### src/rtl/wake_pkg.sv
package wake_pkg;
  typedef enum logic [1:0] {
    ST_RUN  = 2'd0,
    ST_STOP = 2'd1,
    ST_HOLD = 2'd2
  } wake_state_t;

  // strobes from control to datapath
  typedef struct packed {
    logic enterStop;
    logic wakeAccept;
  } ctrl_strb_t;

  localparam logic [7:0] CTRL_RESET = 8'h20;
endpackage

### src/rtl/wake_datapath.sv
module wake_datapath
  import wake_pkg::*;
#(
  parameter int SYNC_STAGES = 2,
  parameter int DIV_LOG2    = 4
) (
  input  logic       clk,
  input  logic       porRst,
  input  logic       regWrEn,
  input  logic       mask2WrEn,
  input  logic [7:0] wrData,
  input  logic [7:0] p2In,
  input  logic [7:0] p2IsOut,
  input  logic [3:1] p3In,
  input  ctrl_strb_t strb,
  input  logic       stopped,
  output logic [7:0] ctrlRd,
  output logic [7:0] mask2Rd,
  output logic       srcHit,
  output logic       fastMode,
  output logic       sclkEn,
  output logic       tclkEn
);
  localparam int PIN_W = 11;
  localparam logic [DIV_LOG2-1:0] DIV_MAX = '1;

  logic [SYNC_STAGES-1:0][PIN_W-1:0] syncQ;
  logic [7:0] ctrlQ, mask2Q;
  logic [DIV_LOG2-1:0] divCnt;
  logic [7:0] p2S;
  logic [3:1] p3S;
  logic pol, hitMain, hit2, grpLo, grpAll, divTick;
  logic [2:0] srcSel;

  // pin synchronizer chain
  always_ff @(posedge clk or posedge porRst) begin
    if (porRst) syncQ <= '0;
    else begin
      syncQ[0] <= {p3In, p2In};
      for (int i = 1; i < SYNC_STAGES; i++) syncQ[i] <= syncQ[i-1];
    end
  end
  assign {p3S, p2S} = syncQ[SYNC_STAGES-1];

  // control and mask registers
  always_ff @(posedge clk or posedge porRst) begin
    if (porRst) begin
      ctrlQ  <= CTRL_RESET;
      mask2Q <= '0;
    end else begin
      if (regWrEn)        ctrlQ[6:0] <= wrData[6:0];
      if (strb.wakeAccept) ctrlQ[0]  <= 1'b0;
      if (strb.enterStop)  ctrlQ[7]  <= 1'b1;
      if (mask2WrEn)      mask2Q     <= wrData;
    end
  end

  assign pol      = ctrlQ[6];
  assign fastMode = ~ctrlQ[5];
  assign srcSel   = ctrlQ[4:2];

  // output pins are forced inactive (0) inside NOR groups
  assign grpLo  = ~|(p2S[3:0] & ~p2IsOut[3:0]);
  assign grpAll = ~|(p2S & ~p2IsOut);

  always_comb begin
    hitMain = 1'b0;
    unique case (srcSel)
      3'd2: hitMain = (p3S[1] == pol);
      3'd3: hitMain = (p3S[2] == pol);
      3'd4: hitMain = (p3S[3] == pol);
      3'd5: hitMain = ~p2IsOut[7] & (p2S[7] == pol);
      3'd6: hitMain = (|(~p2IsOut[3:0])) & (grpLo == pol);
      3'd7: hitMain = (|(~p2IsOut)) & (grpAll == pol);
      default: hitMain = 1'b0;
    endcase
  end

  assign hit2   = |(mask2Q & ~p2IsOut & (pol ? p2S : ~p2S));
  assign srcHit = hitMain | hit2;

  // divide-by-16 prescaler
  always_ff @(posedge clk or posedge porRst) begin
    if (porRst)                          divCnt <= '0;
    else if (strb.wakeAccept || !ctrlQ[0]) divCnt <= '0;
    else                                 divCnt <= divCnt + 1'b1;
  end

  assign divTick = ctrlQ[0] ? (divCnt == DIV_MAX) : 1'b1;
  assign sclkEn  = divTick & ~stopped;
  assign tclkEn  = divTick;
  assign ctrlRd  = ctrlQ;
  assign mask2Rd = mask2Q;
endmodule

### src/rtl/wake_control.sv
module wake_control
  import wake_pkg::*;
#(
  parameter int QUAL_CYC  = 5,
  parameter int DELAY_CYC = 50000
) (
  input  logic       clk,
  input  logic       porRst,
  input  logic       stopReq,
  input  logic       srcHit,
  input  logic       fastMode,
  output ctrl_strb_t strb,
  output logic       stopped,
  output logic       wakePulse,
  output logic       coreRst
);
  localparam int QW = (QUAL_CYC > 1) ? $clog2(QUAL_CYC) : 1;
  localparam int DW = (DELAY_CYC > 1) ? $clog2(DELAY_CYC) : 1;
  localparam logic [QW-1:0] Q_LAST = QW'(QUAL_CYC - 1);
  localparam logic [DW-1:0] D_LAST = DW'(DELAY_CYC - 1);

  wake_state_t stateQ;
  logic [QW-1:0] qualCnt;
  logic [DW-1:0] delayCnt;
  logic accept, wakeQ;

  always_comb begin
    accept = (stateQ == ST_STOP) && srcHit && (!fastMode || qualCnt == Q_LAST);
    strb.enterStop  = (stateQ == ST_RUN) && stopReq;
    strb.wakeAccept = accept;
  end

  always_ff @(posedge clk or posedge porRst) begin
    if (porRst) begin
      stateQ   <= ST_RUN;
      qualCnt  <= '0;
      delayCnt <= '0;
      wakeQ    <= 1'b0;
    end else begin
      wakeQ <= accept;
      if (stateQ == ST_STOP && srcHit && !accept) qualCnt <= qualCnt + 1'b1;
      else                                        qualCnt <= '0;
      unique case (stateQ)
        ST_RUN:  if (stopReq) stateQ <= ST_STOP;
        ST_STOP: if (accept) begin
          stateQ   <= fastMode ? ST_RUN : ST_HOLD;
          delayCnt <= '0;
        end
        ST_HOLD: begin
          if (delayCnt == D_LAST) stateQ <= ST_RUN;
          else                    delayCnt <= delayCnt + 1'b1;
        end
        default: stateQ <= ST_RUN;
      endcase
    end
  end

  assign stopped   = (stateQ == ST_STOP);
  assign wakePulse = wakeQ;
  assign coreRst   = (stateQ == ST_HOLD);
endmodule

### src/rtl/wake_recovery.sv
module wake_recovery
  import wake_pkg::*;
#(
  parameter int SYNC_STAGES = 2,
  parameter int QUAL_CYC    = 5,
  parameter int DELAY_CYC   = 50000,
  parameter int DIV_LOG2    = 4
) (
  input  logic       clk,
  input  logic       porRst,
  input  logic       regWrEn,
  input  logic       mask2WrEn,
  input  logic [7:0] wrData,
  output logic [7:0] regRdData,
  output logic [7:0] mask2RdData,
  input  logic [7:0] p2In,
  input  logic [7:0] p2IsOut,
  input  logic [3:1] p3In,
  input  logic       stopReq,
  output logic       wakePulse,
  output logic       coreRst,
  output logic       sclkEn,
  output logic       tclkEn
);
  ctrl_strb_t strb;
  logic inStop, srcHit, fastMode;

  wake_datapath #(.SYNC_STAGES(SYNC_STAGES), .DIV_LOG2(DIV_LOG2)) u_dp (
    .clk(clk), .porRst(porRst), .regWrEn(regWrEn), .mask2WrEn(mask2WrEn),
    .wrData(wrData), .p2In(p2In), .p2IsOut(p2IsOut), .p3In(p3In),
    .strb(strb), .stopped(inStop), .ctrlRd(regRdData), .mask2Rd(mask2RdData),
    .srcHit(srcHit), .fastMode(fastMode), .sclkEn(sclkEn), .tclkEn(tclkEn)
  );

  wake_control #(.QUAL_CYC(QUAL_CYC), .DELAY_CYC(DELAY_CYC)) u_ctl (
    .clk(clk), .porRst(porRst), .stopReq(stopReq), .srcHit(srcHit),
    .fastMode(fastMode), .strb(strb), .stopped(inStop),
    .wakePulse(wakePulse), .coreRst(coreRst)
  );
endmodule

### config.mk
export PLATFORM = sky130hd
export DESIGN_NAME = wake_recovery
export DESIGN_NICKNAME = d
export VERILOG_FILES = /design/src/rtl/wake_pkg.sv /design/src/rtl/wake_datapath.sv /design/src/rtl/wake_control.sv /design/src/rtl/wake_recovery.sv
export SDC_FILE = /design/constraint.sdc
export NUM_CORES = 1
export LEC_CHECK = 0
export BUFFER_PORTS_ARGS = -buffer_cell sky130_fd_sc_hd__buf_2
export CORE_UTILIZATION = 55
export CTS_CLUSTER_DIAMETER = 100
export DETAILED_ROUTE_END_ITERATION = 12
export PLACE_DENSITY_LB_ADDON = 0.3
export SYNTH_ARGS = -nofsm -noshare
export SYNTH_HDL_FRONTEND = slang
export SYNTH_SLANG_ARGS = --single-unit
### constraint.sdc
create_clock -name clk -period 5.2 [get_ports clk]
set_input_delay 0.26 -clock clk [delete_from_list [all_inputs] [get_ports clk]]
set_output_delay 0.26 -clock clk [all_outputs]
set_load 0.05 [all_outputs]
==> run metrics, run 1 <==
result of the run finished clean; post-synth top area cell dfrtp_1; Die W 73.97 um; Fmax between 0.3 and 0.4 GHz; Core Region between 4000 and 5000 um^2; vias in the first global route ~1,800; GRT met3 Usage about 4.6%; post-layout util between 60% and 70%; Mapped Cells around 240; YS warnings 0; CP peak stage delay around 0.79 ns; simple-gate share of the synthesized area just under 20%; number of I/O pins 52; WS Path Type reg2reg; Die Y 73.97 um; slew margin rel. between 20% and 30%; Total Nets Final 330; DPL Wire Length between 3 and 4 mm; hold slack between 0.03 and 0.04 ns; CP max-delay cell a31oi_2; die area 5472 um^2; Tmin final between 2 and 3 ns; Port Buf Inserts a little over 50; DP Cell Count 350; largest family of logic cells by synthesized area simple AND/OR/NAND/NOR gates; Cell Rows 25; GRT busiest layer met2; Synth Register Bits 64; hold path cells 1; met1 Use GR 29.48%; Worst Setup SP u_dp.p2S[5]$_DFF_PP0_; initial antenna violation count 0; clk_lat worst skew about 0.33 ns; Crit. End Element flop; Max-Cap Viols 0; maximum VDD drop between 200 and 300 uV; FF-to-FF Start u_dp.p2S[5]$_DFF_PP0_; mux share of post-synthesis cell area 5.094%; Netlist cell types 51; Post-Syn Area 2849 um^2; Finished Layout Cells between 300 and 400; Worst R2R Path Depth 6; worst-path cell chain nor2b_1 -> a2111oi_2 -> a21oi_1 -> or3b_1 -> a31oi_2 -> and3b_1; RSZ-0062 raised after global routing no; startpoint class of the critical path flop; reg2reg end u_dp.divCnt[1]$_DFF_PP0_; worst slew pin tran around 1.1 ns; cts repair resizes 0; Setup Buffers After CTS 0; period utilization between 50% and 60%; crit path DAT 2.88 ns; total CTS buffers 9; layout cells sized above 1 between 30% and 40%; Crit Path Max Fanout 22; starting density of the core around three fifths; PwrDens slightly below 400 nW/um^2; crit path capture u_dp.divCnt[1]$_DFF_PP0_; DR vias 1,989; overall routing resource usage 21.76%; top post-synthesis cells by area dfrtp_1 (55%), mux2_2 (4.7%), xor2_1 (4.0%); gp weighted congestion ~0.84; clk buf depth 2; Area Overhead vs Synth 17.39%; largest net degree at the start of global routing 65; CTS tree done; Pins Over Slew Limit 0; EDFF count, synth 0; CTS sink count 64; Mean Syn Cell Area approximately 12 um^2; adder-cell area share of the yosys netlist under 10%; grt ovf 0; DR WL/cell roughly 15 um; Total Wirelength 5.357 mm; Final setup violation count 0; Seq/Total Area, Yosys between 50% and 60%; met2 Use GR 33.74%; DRC Markers 0; first-pass iteration count of the detailed router 4; setup_tns 0 ns; H-Tree Depth 3; antenna-violating nets left 0; ys flop type dfrtp_1; Post-Synth XOR/XNOR Area 7.686%; Vias/cell 5.434; cell with the most instances after synthesis dfrtp_1; global-route wire length before repair roughly 8.6 mm; fraction of registers with async set/reset 100.0%; top-area cell type share of the netlist area between 50 and 60%; Final Power about 1.3 mW; static leakage 1.534 nW; initial drt markers about 110; hold_buf cts 0; Hold Vio Cnt, Final 0; Clock transition at path regs roughly 0.070 ns; Worst EP required between 5 and 6 ns; worst reg2reg setup slack about 2.5 ns; Synth Area in Compound Gates under 10%; Worst Hold Class in2reg; CTS root buffer clkbuf_8; Post-synth top cells dfrtp_1 (63), nor2_1 (18), nand2_1 (13), xor2_1 (13); Clock Skew approximately 0.0068 ns; Antenna diodes 0; Mapped Nets 273
==> worst max-delay path, delay by kind of cell (launching register included) <==
family | cells | cell delay (ns)
AO/OA/AOI/OAI | 3 | 1.34
flip-flops | 1 | 0.39
AND/OR/NAND/NOR | 3 | 0.81
==> cell type report <==
cell class | instances | area, um^2
repair buffers | 52 | 262.8
flip-flops and latches | 64 | 1603
inverters | 9 | 33.78
well taps | 67 | 83.83
clock inverters | 6 | 60.06
fillers | 353 | 1504
multi-input cells | 158 | 1174
clock buffers | 10 | 127.6
==> where the power goes <==
part	switching [mW]	internal [mW]
logic	0.190	0.0960
clock network	0.185	0.219
registers	0.0512	0.547
==> cell usage in the layout, fill, tap and decap left out, types with 2 or more instances in the layout <==
cell type   Yosys  layout
nand2b_1        3       3
dfrtp_1        63      63
nor4b_1         2       2
nor3b_1         3       3
o21bai_1        2       2
nor3_1          3       3
nor3_2          2       2
nand3b_1        5       5
nor2_1         18      18
and3b_1         2       2
buf_2           1      51
clkbuf_8        0       9
mux2_2         12      12
nor3b_2         2       2
clkinvlp_4      0       2
inv_1           9       8
nand4_1         8       8
nand3_1        11      11
clkinv_2        0       3
nand2_1        13      13
a21oi_1         5       5
or4b_1          2       2
xor2_1         13      13
xnor2_1        12      12
o21ai_0         5       5
nor2b_1         8       8
ha_1            4       4
==> flip-flops by register name, indices dropped and copies added (netlist names), 3 cells and up <==
| register | cells |
|---|---|
| u_dp.ctrlRd | 8 |
| u_ctl.delayCnt | 16 |
| u_dp.p3S | 3 |
| u_dp.mask2Rd | 8 |
| u_dp.p2S | 8 |
| u_dp.divCnt | 4 |
| u_ctl.qualCnt | 3 |
| u_dp.syncQ | 11 |
==> how the worst min path moves through the flow <==
stage                             startpoint                      end  slack [ns]
global placement    u_dp.syncQ[10]$_DFF_PP0_    u_dp.p3S[3]$_DFF_PP0_        0.33
floorplan                            p2In[0]  u_dp.syncQ[0]$_DFF_PP0_        0.29
global route                         p2In[1]  u_dp.syncQ[1]$_DFF_PP0_        0.01
detailed placement   u_dp.syncQ[1]$_DFF_PP0_    u_dp.p2S[1]$_DFF_PP0_        0.33
CTS                                  p2In[0]  u_dp.syncQ[0]$_DFF_PP0_        0.02
finish                               p2In[2]  u_dp.syncQ[2]$_DFF_PP0_        0.03
==> per-layer routing <==
layer	wire length (um)	vias up
met5	0	-
met4	85	0
met1	2493	989
met3	216	9
met2	2562	42
li1	-	949
==> per-stage QoR <==
step / worst slack, ns / instance area, um^2
floorplan: 3.144 / 2849
global placement: 2.639 / 3157
detailed placement: 2.543 / 3157
CTS: 2.529 / 3344
global route: 2.404 / 3344
finish: 2.549 / 3344
==> cells by family (layout without fill, tap and decap cells) <==
kind of cell    count (synthesis)  in the layout
compound gates                 26             26
xor+xnor                       25             25
fa+ha+maj                       4              4
buf+inv                        15             77
flops                          64             64
mux                            13             13
simple gates                   90             90
(Power assumes the default switching activity.)
==> run 2: changes to the inputs <==
clock period = 2.55 ns   (was 5.2 ns; I/O delays follow)
==> run 2 against run 1 <==
  * Global-route usage grew 0.96 points
  * Largest cell class unchanged
  * Critical path depth stayed put
  * Register-to-register slack worse by 2.3 ns
  * Utilization up 2.5 points
  * Clock power up 79%
  * Count of clock-buffer cells in the layout unchanged
  * Sequential share of layout area fell by 1.6 points
  * Clock skew rose by 0.0020 ns
  * Critical path type unchanged
==> run metrics, run 2 (synthesis results as in run 1) <==
Total Wirelength roughly 5.4 mm; Worst Hold Class in2reg; Total Nets Final roughly 350; startpoint class of the critical path flop; crit path DAT roughly 2.5 ns; worst slew pin tran roughly 0.72 ns; slew margin rel. a little over half; Finished Layout Cells approximately 380; gp weighted congestion about 0.81; DR WL/cell around 14 um; Crit Path Max Fanout 13; DP Cell Count 353; worst-path cell chain xnor2_1 -> a32oi_1 -> nand4_1 -> a211oi_2 -> nand3_1 -> a311oi_1; maximum VDD drop about 540 uV; Largest register FFs 16; WS Path Type reg2reg; Crit. End Element flop; overall routing resource usage between 20 and 25%; Final setup violation count 0; most frequent cells in the layout dfrtp_1 (63), buf_2 (51), nor2_1 (18); H-Tree Depth 3; grt ovf 0; Fillers 353; initial drt markers roughly 140; number of I/O pins 52; die area roughly 5500 um^2; first-pass iteration count of the detailed router 4; Area Overhead vs Synth 21.56%; Antenna diodes 0; DRC Markers 0; period utilization between 80% and 90%; Vias/cell around 5.3; CP max-delay cell dfrtp_1; commonest non-fill, non-tap cell in the layout dfrtp_1; most flop-heavy register u_ctl.delayCnt; vias in the first global route between 1,500 and 2,000; reg2reg end u_ctl.stateQ[0]$_DFFE_PP0P_; Die W 73.97 um; Tmin final ~2.3 ns; Worst Setup SP u_dp.ctrlRd[6]$_DFFE_PP0P_; initial antenna violation count 0; result of the run finished clean; PwrDens 734.7 nW/um^2; Cell Rows 25; clk_lat worst skew 0.33 ns; Port Buf Inserts 51; antenna-violating nets left 0; Clock Skew between 0.008 and 0.009 ns; total CTS buffers 9; CTS root buffer clkbuf_8; crit path capture u_ctl.stateQ[0]$_DFFE_PP0P_; Fmax 0.4437 GHz; Max-Cap Viols 0; worst reg2reg setup slack slightly below 0.3 ns; static leakage roughly 1.6 nW; Hold Vio Cnt, Final 0; Setup Buffers After CTS 0; DR vias approximately 2,000; starting density of the core about three fifths; DPL Wire Length 3.690 mm; register area 1603 um^2; clk buf depth 2; cts repair resizes 0; Final Power around 2.5 mW; hold_buf cts 12; RSZ-0062 raised after global routing no; Die Y between 70 and 80 um; global-route wire length before repair about 9 mm; leading registers by flop count u_ctl.delayCnt x16, u_dp.syncQ x11; Pins Over Slew Limit 0; Core Region approximately 4800 um^2; Worst R2R Path Depth 6; CTS tree done; layout cells sized above 1 a little under a third; CTS sink count 64; FF-to-FF Start u_dp.ctrlRd[6]$_DFFE_PP0P_; setup_tns 0 ns; largest net degree at the start of global routing 38; Worst EP required 2.77 ns; Clock transition at path regs about 0.070 ns; area of the multi-input gates approximately 1200 um^2; CP peak stage delay around 0.73 ns
run 2: through the flow:
stage / worst slack (ns) / hold slack, ns / util [%] / cell area (um^2)
after floorplan: 0.4940 / 0.1589 / - / 2849
after CTS: 0.3178 / 0.006852 / 71.43 / 3463
after global placement: 0.4291 / 0.2355 / 65.57 / 3179
after global routing: 0.1647 / 0.02995 / 71.43 / 3463
final: 0.2964 / 0.01976 / 71.43 / 3463
after detailed placement: 0.3520 / 0.2368 / 65.57 / 3179
run 2: final cells by class:
type	count	share of cell area, %
flip-flops and latches	64	46.28
multi-input cells	158	33.89
repair buffers	67	11.71
clock buffers	10	3.685
well taps	67	2.421
clock inverters	6	1.048
inverters	9	0.9754
run 2: how the worst min path moves through the flow:
stage                     startpoint                     endpoint  cells past startpoint
final                        stopReq   u_dp.ctrlRd[7]$_DFFE_PP0P_                      3
after global routing       wrData[7]  u_dp.mask2Rd[7]$_DFFE_PP0P_                      2
after CTS                    stopReq   u_dp.ctrlRd[7]$_DFFE_PP0P_                      3
after detailed placement     p3In[2]      u_dp.syncQ[9]$_DFF_PP0_                      1
after global placement       p3In[3]     u_dp.syncQ[10]$_DFF_PP0_                      1
after floorplan              p2In[0]      u_dp.syncQ[0]$_DFF_PP0_                      0
run 2: worst max-delay path: cells and delay by family, from the launching register on:
kind / cells / cell delay (ns)
simple gates: 2 / 0.38
compound gates: 3 / 0.85
flops: 1 / 0.73
xor+xnor: 1 / 0.18
run 2: routing by layer:
layer	global-route usage, %	up-vias	part of all wire [%]
met1	31.54	981	49
li1	-	977	-
met2	33.94	43	47
met5	0	-	0
met4	12.39	0	1.0
met3	4.472	4	2.9
run 2: where the power goes:
group | internal [mW] | switching (mW) | leakage [nW]
sequential | 1.12 | 0.102 | 0.796
combinational | 0.214 | 0.391 | 0.712
clock | 0.347 | 0.376 | 0.0858
